### src/rtl/hecc_pkg.sv
package hecc_pkg;

  typedef enum logic [2:0] {
    RA_MODE = 3'd0,
    RA_CTRL = 3'd1,
    RA_STAT = 3'd2,
    RA_PAR  = 3'd3,
    RA_NPAR = 3'd4
  } reg_addr_e;

  // mode register layout: [3] check direction, [2] 16-bit bus, [1:0] page size code
  typedef struct packed {
    logic       chk;
    logic       bus16;
    logic [1:0] psz;
  } mode_t;

  // status register layout: [2] multiple, [1] error in code, [0] recoverable
  typedef struct packed {
    logic mul;
    logic eccerr;
    logic rec;
  } status_t;

  localparam int MODE_W = $bits(mode_t);
  localparam int STAT_W = $bits(status_t);

endpackage

### src/rtl/hecc_seq.sv
module hecc_seq #(
  parameter int WIDX_W = 12,
  parameter int CNT_W  = 14,
  parameter int NECC8  = 4,
  parameter int NECC16 = 2,
  parameter int SLOT_W = 2
) (
  input  logic              clk,
  input  logic              rst_n,
  input  logic              restart,
  input  logic              beat,
  input  logic [1:0]        psz,
  input  logic              bus16,
  output logic [WIDX_W-1:0] widx,
  output logic              in_data,
  output logic              in_ecc,
  output logic [SLOT_W-1:0] slot,
  output logic              last_ecc
);
  localparam int BASE = 2 ** (WIDX_W - 3);

  logic [CNT_W-1:0] cnt, eff, nwords, nlim;

  always_comb begin
    nwords   = (CNT_W'(BASE) << psz) >> bus16;
    nlim     = nwords + (bus16 ? CNT_W'(NECC16) : CNT_W'(NECC8));
    eff      = restart ? '0 : cnt;
    in_data  = eff < nwords;
    in_ecc   = !in_data && (eff < nlim);
    widx     = eff[WIDX_W-1:0];
    slot     = SLOT_W'(eff - nwords);
    last_ecc = in_ecc && (eff == nlim - CNT_W'(1));
  end

  always_ff @(posedge clk or negedge rst_n) begin
    if (!rst_n)                          cnt <= '0;
    else if (restart)                    cnt <= beat ? CNT_W'(1) : '0;
    else if (beat && (in_data || in_ecc)) cnt <= cnt + CNT_W'(1);
  end


  tail_ignore_chk: assert property (@(posedge clk) disable iff (!rst_n)
    (beat && !restart && !in_data && !in_ecc) |=> (cnt == $past(cnt)));

endmodule

### src/rtl/hecc_accum.sv
module hecc_accum #(
  parameter int DAT_W  = 16,
  parameter int WIDX_W = 12,
  parameter int BIDX_W = 4,
  parameter int PAR_W  = 16
) (
  input  logic              clk,
  input  logic              rst_n,
  input  logic              restart,
  input  logic              take,
  input  logic              bus16,
  input  logic [WIDX_W-1:0] widx,
  input  logic [DAT_W-1:0]  data,
  output logic [PAR_W-1:0]  p,
  output logic [PAR_W-1:0]  np
);
  logic [PAR_W-1:0] pc, npc;
  logic             odd;

  // XOR of the positions of all counted set bits; complement half differs by overall parity
  always_comb begin
    pc  = '0;
    odd = 1'b0;
    for (int b = 0; b < DAT_W; b++) begin
      if (data[b] && (bus16 || b < DAT_W / 2)) begin
        pc  = pc ^ {widx, BIDX_W'(b)};
        odd = ~odd;
      end
    end
    npc = pc ^ {PAR_W{odd}};
  end

  always_ff @(posedge clk or negedge rst_n) begin
    if (!rst_n) begin
      p  <= '0;
      np <= '0;
    end else begin
      p  <= (restart ? '0 : p)  ^ (take ? pc  : '0);
      np <= (restart ? '0 : np) ^ (take ? npc : '0);
    end
  end


  clear_acc_chk: assert property (@(posedge clk) disable iff (!rst_n)
    (restart && !take) |=> (p == '0 && np == '0));

endmodule

### src/rtl/hecc_judge.sv
module hecc_judge #(
  parameter int PAR_W = 16
) (
  input  logic [PAR_W-1:0] p_calc,
  input  logic [PAR_W-1:0] np_calc,
  input  logic [PAR_W-1:0] p_st,
  input  logic [PAR_W-1:0] np_st,
  output logic             rec,
  output logic             eccerr,
  output logic             mul,
  output logic [PAR_W-1:0] loc
);
  logic [PAR_W-1:0] syn, nsyn;

  always_comb begin
    syn    = p_st ^ p_calc;
    nsyn   = np_st ^ np_calc;
    loc    = syn;
    rec    = 1'b0;
    eccerr = 1'b0;
    mul    = 1'b0;
    if (syn != '0 || nsyn != '0) begin
      rec = 1'b1;
      if ((syn ^ nsyn) == {PAR_W{1'b1}}) begin
        // one data bit: halves are exact complements
      end else if ($countones({syn, nsyn}) == 1) begin
        eccerr = 1'b1;
      end else begin
        mul = 1'b1;
      end
    end
  end

endmodule

### src/rtl/hecc_engine.sv
module hecc_engine
  import hecc_pkg::*;
#(
  parameter int DAT_W  = 16,
  parameter int WIDX_W = 12
) (
  input  logic             clk,
  input  logic             rst_n,
  input  logic             s_valid,
  output logic             s_ready,
  input  logic [DAT_W-1:0] s_data,
  input  logic             reg_we,
  input  logic [2:0]       reg_sel,
  input  logic [WIDX_W+$clog2(DAT_W)-1:0] reg_wdata,
  output logic [WIDX_W+$clog2(DAT_W)-1:0] reg_rdata
);
  localparam int BIDX_W = $clog2(DAT_W);
  localparam int PAR_W  = WIDX_W + BIDX_W;
  localparam int BYTE_W = DAT_W / 2;
  localparam int ST_W   = 2 * PAR_W;
  localparam int NECC8  = ST_W / BYTE_W;
  localparam int NECC16 = ST_W / DAT_W;
  localparam int SLOT_W = $clog2(NECC8);
  localparam int CNT_W  = WIDX_W + 2;

  mode_t             mode_r;
  status_t           status_r;
  logic [PAR_W-1:0]  loc_r;
  logic [ST_W-1:0]   stored, st_nx;
  logic              beat, restart, fin;
  logic [WIDX_W-1:0] widx;
  logic              in_data, in_ecc, last_ecc;
  logic [SLOT_W-1:0] slot;
  logic [PAR_W-1:0]  p_acc, np_acc, j_loc;
  logic              j_rec, j_eccerr, j_mul;
  reg_addr_e         sel;
  logic              wdata_unused;

  assign s_ready      = 1'b1;
  assign beat         = s_valid && s_ready;
  assign sel          = reg_addr_e'(reg_sel);
  assign restart      = reg_we && ((sel == RA_MODE) || (sel == RA_CTRL && reg_wdata[0]));
  assign wdata_unused = ^reg_wdata[PAR_W-1:MODE_W];

  hecc_seq #(
    .WIDX_W(WIDX_W), .CNT_W(CNT_W), .NECC8(NECC8), .NECC16(NECC16), .SLOT_W(SLOT_W)
  ) seq_i (
    .clk(clk), .rst_n(rst_n), .restart(restart), .beat(beat),
    .psz(mode_r.psz), .bus16(mode_r.bus16), .widx(widx),
    .in_data(in_data), .in_ecc(in_ecc), .slot(slot), .last_ecc(last_ecc)
  );

  hecc_accum #(
    .DAT_W(DAT_W), .WIDX_W(WIDX_W), .BIDX_W(BIDX_W), .PAR_W(PAR_W)
  ) acc_i (
    .clk(clk), .rst_n(rst_n), .restart(restart), .take(beat && in_data),
    .bus16(mode_r.bus16), .widx(widx), .data(s_data), .p(p_acc), .np(np_acc)
  );

  // merge the current code beat into the stored parity image
  always_comb begin
    st_nx = stored;
    if (mode_r.bus16) st_nx[int'(slot[0]) * DAT_W +: DAT_W] = s_data;
    else              st_nx[int'(slot) * BYTE_W +: BYTE_W]  = s_data[BYTE_W-1:0];
  end

  hecc_judge #(.PAR_W(PAR_W)) judge_i (
    .p_calc(p_acc), .np_calc(np_acc),
    .p_st(st_nx[PAR_W-1:0]), .np_st(st_nx[ST_W-1:PAR_W]),
    .rec(j_rec), .eccerr(j_eccerr), .mul(j_mul), .loc(j_loc)
  );

  assign fin = beat && last_ecc && mode_r.chk;

  always_ff @(posedge clk or negedge rst_n) begin
    if (!rst_n) begin
      mode_r   <= '0;
      status_r <= '0;
      loc_r    <= '0;
      stored   <= '0;
    end else begin
      if (reg_we && sel == RA_MODE) mode_r <= mode_t'(reg_wdata[MODE_W-1:0]);
      if (restart) begin
        status_r <= '0;
        loc_r    <= '0;
        stored   <= '0;
      end else begin
        if (beat && in_ecc) stored <= st_nx;
        if (fin) begin
          status_r <= '{mul: j_mul, eccerr: j_eccerr, rec: j_rec};
          loc_r    <= j_loc;
        end
      end
    end
  end

  always_comb begin
    unique case (sel)
      RA_MODE: reg_rdata = PAR_W'(mode_r);
      RA_STAT: reg_rdata = PAR_W'(status_r);
      RA_PAR:  reg_rdata = status_r.rec ? loc_r : p_acc;
      RA_NPAR: reg_rdata = np_acc;
      default: reg_rdata = '0;
    endcase
  end


  flag_mix_chk: assert property (@(posedge clk) disable iff (!rst_n)
    (status_r.mul || status_r.eccerr) |-> (status_r.rec && !(status_r.mul && status_r.eccerr)));


  status_hold_chk: assert property (@(posedge clk) disable iff (!rst_n)
    (!restart && !fin) |=> ($stable(status_r) && $stable(loc_r)));


  gen_quiet_chk: assert property (@(posedge clk) disable iff (!rst_n)
    !mode_r.chk |-> (status_r == '0));

endmodule

### config.mk
export PLATFORM = sky130hd
export DESIGN_NAME = hecc_engine
export DESIGN_NICKNAME = d
export VERILOG_FILES = /design/src/rtl/hecc_pkg.sv /design/src/rtl/hecc_seq.sv /design/src/rtl/hecc_accum.sv /design/src/rtl/hecc_judge.sv /design/src/rtl/hecc_engine.sv
export SDC_FILE = /design/constraint.sdc
export NUM_CORES = 1
export LEC_CHECK = 0
export BUFFER_PORTS_ARGS = -buffer_cell sky130_fd_sc_hd__buf_4
export CAP_MARGIN = 10
export CORE_UTILIZATION = 55
export DETAILED_ROUTE_END_ITERATION = 10
export PLACE_DENSITY_LB_ADDON = 0.15
export SLEW_MARGIN = 20
export SYNTH_ARGS = -nofsm -noshare
export SYNTH_HDL_FRONTEND = slang
export SYNTH_HIERARCHICAL = 1
export SYNTH_SLANG_ARGS = --single-unit
### constraint.sdc
create_clock -name clk -period 16.15 [get_ports clk]
set_input_delay 0.8075 -clock clk [delete_from_list [all_inputs] [get_ports clk]]
set_output_delay 0.8075 -clock clk [all_outputs]
set_load 0.02 [all_outputs]
==> results of run 1 <==
==> layout make-up <==
| type | instances | area share |
|---|---|---|
| clock buffer | 11 | 0.0262 |
| clock inverter | 5 | 0.00934 |
| sequential | 101 | 0.262 |
| timing repair buffer | 52 | 0.0405 |
| tap | 216 | 0.0280 |
| inverter | 65 | 0.0253 |
| multi-input combinational | 720 | 0.608 |
==> routing by layer <==
layer	vias up	global-route usage	part of all wire
met5	-	0	0
li1	3354	-	-
met4	0	0.0960	0.022
met3	36	0.0358	0.044
met1	3510	0.436	0.47
met2	204	0.472	0.46
==> through the flow <==
step	hold slack, ns	utilization	setup slack (ns)
floorplan	0.495	-	7.29
detailed placement	0.516	0.581	6.45
CTS	0.407	0.603	6.86
global route	0.423	0.603	6.35
global placement	0.504	0.581	6.50
finish	0.397	0.603	6.83
==> flip-flops by register name (all words and copies together) (netlist names) <==
name	count
seq_i/cnt	14
mode_r	4
status_r	3
acc_i/p	16
stored	32
loc_r	16
acc_i/np	16
==> cells in the final DEF (no fill, tap or decap), types with 23 or more instances in the layout <==
| master | netlist | layout |
|---|---|---|
| dfrtp_1 | 101 | 100 |
| nand2_1 | 73 | 73 |
| inv_1 | 64 | 64 |
| a21oi_1 | 59 | 59 |
| xnor2_1 | 56 | 56 |
| buf_4 | 8 | 52 |
| nor2b_1 | 50 | 49 |
| mux2i_1 | 43 | 43 |
| nor2_1 | 43 | 43 |
| xor2_1 | 37 | 37 |
| ha_1 | 35 | 35 |
| a211oi_1 | 31 | 31 |
| and2b_1 | 24 | 24 |
| o21ai_0 | 23 | 23 |
| fa_1 | 23 | 23 |
==> how the worst max path moves through the flow <==
stage	from	end	cells past startpoint
final	reg_sel[0]	status_r[1]	31
after global routing	reg_sel[0]	status_r[1]	31
after CTS	reg_sel[0]	status_r[1]	31
after detailed placement	reg_sel[0]	status_r[1]	31
after global placement	reg_sel[0]	status_r[1]	31
after floorplan	reg_sel[2]	status_r[1]	36
==> cell families (layout without fill, tap and decap cells) <==
logic type      Yosys count  in the layout
compound gates          197            197
xor+xnor                107            107
fa+ha+maj                58             58
buf+inv                 131            133
flops                   101            101
mux                      59             59
other cells               1              1
simple gates            298            298
==> metrics.md, run 1 <==
| Metric | Value |
|---|---|
| Yosys top cell by area | `dfrtp_1` |
| Die Ht | `130 um` |
| Reg2reg end | `status_r[1]` |
| IO buf count | `42` |
| Final TNS setup | `0 ns` |
| Antenna violations before repair | `0` |
| Total grt overflow | `0` |
| Main combinational cell family by area after synthesis | `simple AND/OR/NAND/NOR gates` |
| Setup crit start kind | `primary input` |
| Warnings from Yosys | `6` |
| Worst-Margin Slew | `1.03 ns` |
| TritonCTS buffer count | `9` |
| Crit path time final | `9.32 ns` |
| Clk sinks | `about 100` |
| Finished Layout Cells | `1170` |
| Clock skew | `0.00646 ns` |
| Placed cell count | `~1200` |
| Buf/Inv on CP | `8` |
| Fmax | `107 MHz` |
| Via density | `6.07` |
| FFs w/ async S/R, synth | `1.00` |
| Simple-gate share of the synthesized area | `0.192` |
| # setup viols final | `0` |
| R2r setup slk | `7.37 ns` |
| Fin. Hold Viols | `0` |
| Total track usage | `0.302` |
| Gate Count Post-Synth | `952` |
| Mapped Nets | `approximately 1000` |
| WL final | `24100 um` |
| Ant. Diodes | `0` |
| WS Path Type | `primary input to flip-flop` |
| Crit path max fanout | `28` |
| Hold crit path type | `primary input to async pin` |
| Max-Cap Viols | `0` |
| H-tree Lvls | `3` |
| Status | `completed` |
| CTS tree | `done` |
| Crit-path slowest cell | `nor2b_4` |
| Net count, final | `1046` |
| CP peak stage delay | `0.56 ns` |
| Most used DFF post-synth | `dfrtp_1` |
| RSZ-0062 raised after global routing | `false` |
| DRC Markers | `0` |
| Layout cell share with drive strength beyond 1 | `0.146` |
| # fillers | `around 1500` |
| First-pass GRT wire length | `38100 um` |
| Synth top area cells | `dfrtp_1 28%, xnor2_1 5.4%, fa_1 5.1%` |
| Mux contribution to synthesized area | `0.0685` |
| Crit end category | `flip-flop` |
| DRT antenna net count | `0` |
| Vias in the first global route | `6714` |
| Die Span X | `130 um` |
| Sequential fraction of the synthesis area | `0.278` |
| Largest net degree at the start of global routing | `70` |
| GP Congestion | `0.891` |
| FF-to-FF Start | `seq_i/cnt[0]` |
| Synth unique cells | `85` |
| CP arrival | `9.60 ns` |
| Commonest cells in the netlist | `101 x dfrtp_1, 73 x nand2_1, 64 x inv_1, 59 x a21oi_1, 56 x xnor2_1` |
| Seq. cell area | `2530 um^2` |
| DP HPWL | `17100 um` |
| DRT iter0 DRCs | `702` |
| Post-CTS Setup Repair Bufs | `0` |
| Critical Path RT | `16.43 ns` |
| DRT Pass-1 Iters | `5` |
| Post-synthesis register bit count | `101` |
| Critical path's top delay family | `adder cells` |
| Starting Density | `0.567` |
| Row Count | `46` |
| Most used cell, CP | `fa_1` |
| Skew-Pair Late Insertion Delay | `roughly 0.36 ns` |
| Design Area, Final | `9650 um^2` |
| Count leader, synth | `dfrtp_1` |
| Post-synth top area share | `0.278` |
| Post-synthesis xor/xnor area fraction | `0.119` |
| Clock root buffer master | `clkbuf_16` |
| Worst relative slew slack | `0.314` |
| Final Max Slew Viols | `0` |
| Compound-gate portion of the synthesized area | `0.166` |
| Cell area after synthesis | `between 9000 and 10000 um^2` |
| Adder-cell share of the synthesized area | `0.0989` |
| Placed Area | `9300 um^2` |
| Ports | `between 50 and 60` |
| Core Region | `16000 um^2` |
| EDFF count, synth | `0` |
| Max clock buf depth | `2` |
| Post-CTS sizing | `0` |
| Cts-stage hold buffer count | `0` |
| DR WL/cell | `20.6 um` |
| Reg2Reg Depth | `28` |
| Area Growth Syn to Fin | `6.23%` |
| Die area | `roughly 17000 um^2` |
| Final Cycle Share | `0.577` |
| Area of the multi-input gates | `5870 um^2` |
| Clk slew on worst S/H paths | `0.07 ns` |
| Syn Area/Cell | `9.54 um^2` |
| Via count | `around 7100` |
Power of run 1 is not shown: default switching activity piles up to over one toggle a cycle in this logic, so the estimate is an artifact.
==> run 2, diff against run 1 <==
--- a/config.mk
+++ b/config.mk
@@ -5,6 +5,7 @@
 export SDC_FILE = /design/constraint.sdc
 export NUM_CORES = 1
 export LEC_CHECK = 0
+export ABC_AREA = 1
 export BUFFER_PORTS_ARGS = -buffer_cell sky130_fd_sc_hd__buf_4
 export CAP_MARGIN = 10
 export CORE_UTILIZATION = 55
==> constraint.sdc (replaced) <==
create_clock -name clk -period 8.2 [get_ports clk]
set_input_delay 0.41 -clock clk [delete_from_list [all_inputs] [get_ports clk]]
set_output_delay 0.41 -clock clk [all_outputs]
set_load 0.02 [all_outputs]
==> run 2 against run 1 <==
Effect of this change: count of clock-buffer cells in the layout decreased by 1; worst hold slack lost 0.33 ns; synthesized cell count up 72%; first-iteration DRC count grew 44%.
==> metrics.md, run 2 <==
| Metric | Value |
|---|---|
| Status | `completed (unchanged)` |
| Core Region | `18000 um^2 (was 16000 um^2)` |
| GP Congestion | `1.00 (was 0.891)` |
| IO buf count | `42 (unchanged)` |
| Skew-Pair Late Insertion Delay | `0.37 ns (was 0.36 ns)` |
| Setup crit start kind | `flip-flop (was primary input)` |
| DRT antenna net count | `0 (unchanged)` |
| DRT iter0 DRCs | `1012 (was 702)` |
| Layout cell share with drive strength beyond 1 | `0.0849 (was 0.146)` |
| Sequential fraction of the synthesis area | `0.250 (was 0.278)` |
| Crit path time final | `7.59 ns` |
| Ports | `56 (unchanged)` |
| Antenna violations before repair | `0 (unchanged)` |
| TritonCTS buffer count | `9 (unchanged)` |
| Top reg by flops | `stored (unchanged)` |
| Post-synth top area share | `0.250 (was 0.278)` |
| Total track usage | `0.311 (was 0.302)` |
| FFs w/ async S/R, synth | `1.00 (unchanged)` |
| Die Span X | `138 um (was 130 um)` |
| Yosys top cell by area | `dfrtp_1 (unchanged)` |
| Synth unique cells | `38 (was 85)` |
| Final Cycle Share | `0.926` |
| Most used cell, CP | `fa_1 (unchanged)` |
| First-pass GRT wire length | `45300 um (was 38100 um)` |
| CP arrival | `7.88 ns (was 9.60 ns)` |
| Crit path max fanout | `9 (was 28)` |
| Syn Area/Cell | `6.20 um^2 (was 9.54 um^2)` |
| Net count, final | `1741 (was 1046)` |
| EDFF count, synth | `0 (unchanged)` |
| DP HPWL | `21600 um (was 17100 um)` |
| Synth top area cells | `dfrtp_1 25%, nand2_1 24%, nand3_1 9.4% (was dfrtp_1 28%, xnor2_1 5.4%, fa_1 5.1%)` |
| WL final | `28200 um (was 24100 um)` |
| Count leader, synth | `nand2_1 (was dfrtp_1)` |
| CTS tree | `done (unchanged)` |
| H-tree Lvls | `3 (unchanged)` |
| Largest net degree at the start of global routing | `56 (was 70)` |
| WS Path Type | `flip-flop to flip-flop (was primary input to flip-flop)` |
| Post-CTS sizing | `0 (unchanged)` |
| Max-Cap Viols | `0 (unchanged)` |
| Largest register FFs | `32 (unchanged)` |
| Starting Density | `0.562 (was 0.567)` |
| Most frequent cells in the layout | `638 x nand2_1, 230 x inv_1, 190 x nand3_1 (was 100 x dfrtp_1, 73 x nand2_1, 64 x inv_1)` |
| Commonest cells in the netlist | `638 x nand2_1, 231 x inv_1, 190 x nand3_1, 101 x dfrtp_1, 52 x nor2_1 (was 101 x dfrtp_1, 73 x nand2_1, 64 x inv_1, 59 x a21oi_1, 56 x xnor2_1)` |
| Final Max Slew Viols | `0 (unchanged)` |
| Max clock buf depth | `2 (unchanged)` |
| Crit-path slowest cell | `nor3_1 (was nor2b_4)` |
| # setup viols final | `0 (unchanged)` |
| Crit end category | `flip-flop (unchanged)` |
| Worst-Margin Slew | `1.02 ns (was 1.03 ns)` |
| Via count | `10200 (was 7104)` |
| Post-synthesis register bit count | `101 (unchanged)` |
| Most used DFF post-synth | `dfrtp_1 (unchanged)` |
| Area Growth Syn to Fin | `6.87% (was 6.23%)` |
| CP peak stage delay | `0.57 ns (was 0.56 ns)` |
| Vias in the first global route | `9164 (was 6714)` |
| Hold crit path type | `primary input to async pin (unchanged)` |
| Fmax | `132 MHz` |
| Post-CTS Setup Repair Bufs | `0 (unchanged)` |
| DR WL/cell | `15.0 um (was 20.6 um)` |
| Mapped Nets | `1731 (was 1049)` |
| Clk slew on worst S/H paths | `0.08 ns (was 0.07 ns)` |
| Final TNS setup | `0 ns (unchanged)` |
| Clock skew | `0.0122 ns (was 0.00646 ns)` |
| Area of the multi-input gates | `6240 um^2 (was 5870 um^2)` |
| Seq. cell area | `2530 um^2 (about the same)` |
| Cell area after synthesis | `10100 um^2 (was 9080 um^2)` |
| Row Count | `49 (was 46)` |
| Ant. Diodes | `0 (unchanged)` |
| Fin. Hold Viols | `0 (unchanged)` |
| RSZ-0062 raised after global routing | `false (unchanged)` |
| DRC Markers | `0 (unchanged)` |
| Gate Count Post-Synth | `1634 (was 952)` |
| Via density | `5.45 (was 6.07)` |
| Critical Path RT | `8.49 ns (was 16.43 ns)` |
| Cts-stage hold buffer count | `0 (unchanged)` |
| DRT Pass-1 Iters | `6 (was 5)` |
| Clk sinks | `101 (unchanged)` |
| Most common cell after layout, fill and taps aside | `nand2_1 (was dfrtp_1)` |
| Total grt overflow | `0 (unchanged)` |
| Clock root buffer master | `clkbuf_16 (unchanged)` |
| Die Ht | `138 um (was 130 um)` |
| Warnings from Yosys | `6 (unchanged)` |
| # fillers | `1763 (was 1458)` |
| Worst relative slew slack | `0.315 (was 0.314)` |
| Die area | `19000 um^2 (was 17000 um^2)` |
## run 2: cell types whose count changed after synthesis, sizes merged, moves of 19 or more
cell,previous run,this run
a211oi,31,0
nand4,8,47
nor2,44,68
mux2i,43,0
nand2,73,651
a2111oi,45,0
and2b,26,0
xor2,41,22
nand3,22,196
inv,65,259
nor2b,50,0
and2,4,25
o21ai,26,51
xnor2,60,10
## run 2: worst paths after layout
path,start,slack [ns],depth (start not counted),to
max in group asynchronous,rst_n,6.93,2,mode_r[2]
setup reg to reg,seq_i/cnt[0],0.61,31,status_r[1]
hold reg to reg,stored[22],0.51,2,stored[22]
setup / recovery,seq_i/cnt[0],0.61,31,status_r[1]
min in group clk,reg_wdata[3],0.28,3,mode_r[3]
hold / removal,rst_n,0.07,1,stored[12]
## run 2: cell type report
| class | instances | share of cell area |
|---|---|---|
| flip-flops and latches | 101 | 0.234 |
| repair buffers | 55 | 0.0381 |
| clock buffers | 10 | 0.0221 |
| multi-input cells | 1211 | 0.576 |
| inverters | 266 | 0.0927 |
| clock inverters | 6 | 0.0106 |
| well taps | 229 | 0.0265 |
## run 2: logic make-up (layout without fill, tap and decap cells)
kind of cell / count (synthesis) / in the layout / synth area share
other cells: 1 / 1 / 0.000370
flops: 101 / 101 / 0.250
fa+ha+maj: 58 / 58 / 0.0887
buf+inv: 322 / 337 / 0.135
xor+xnor: 32 / 32 / 0.0292
compound gates: 122 / 122 / 0.0672
simple gates: 998 / 998 / 0.430
## run 2: metal layers
layer,wire length (um),global-route usage,vias up
met3,1690,0.0379,30
met1,13000,0.438,4763
met2,13000,0.503,312
met5,0,0,-
met4,544,0.0864,0
li1,-,-,5129
## run 2: critical path, delay by kind of cell, from the launching register on
kind | cells | cell delay (ns)
AO/OA/AOI/OAI | 1 | 0.15
AND/OR/NAND/NOR | 13 | 2.22
adder cells (fa/ha/maj) | 10 | 3.91
XOR/XNOR | 1 | 0.20
buffers and inverters | 6 | 0.57
flip-flops | 1 | 0.46
## run 2: through the flow
step | cells | cell area (um^2) | util | hold WS (ns) | worst slack [ns]
floorplan | 1634 | 10100 | - | 0.114 | 0.560
global placement | 1862 | 10500 | 0.581 | 0.488 | 0.536
detailed placement | 1862 | 10500 | 0.581 | 0.485 | 0.400
CTS | 1878 | 10800 | 0.601 | 0.0973 | 0.663
global route | 1878 | 10800 | 0.601 | 0.123 | 0.145
finish | 1878 | 10800 | 0.601 | 0.0686 | 0.609
Power of run 2 is left out for the same reason.
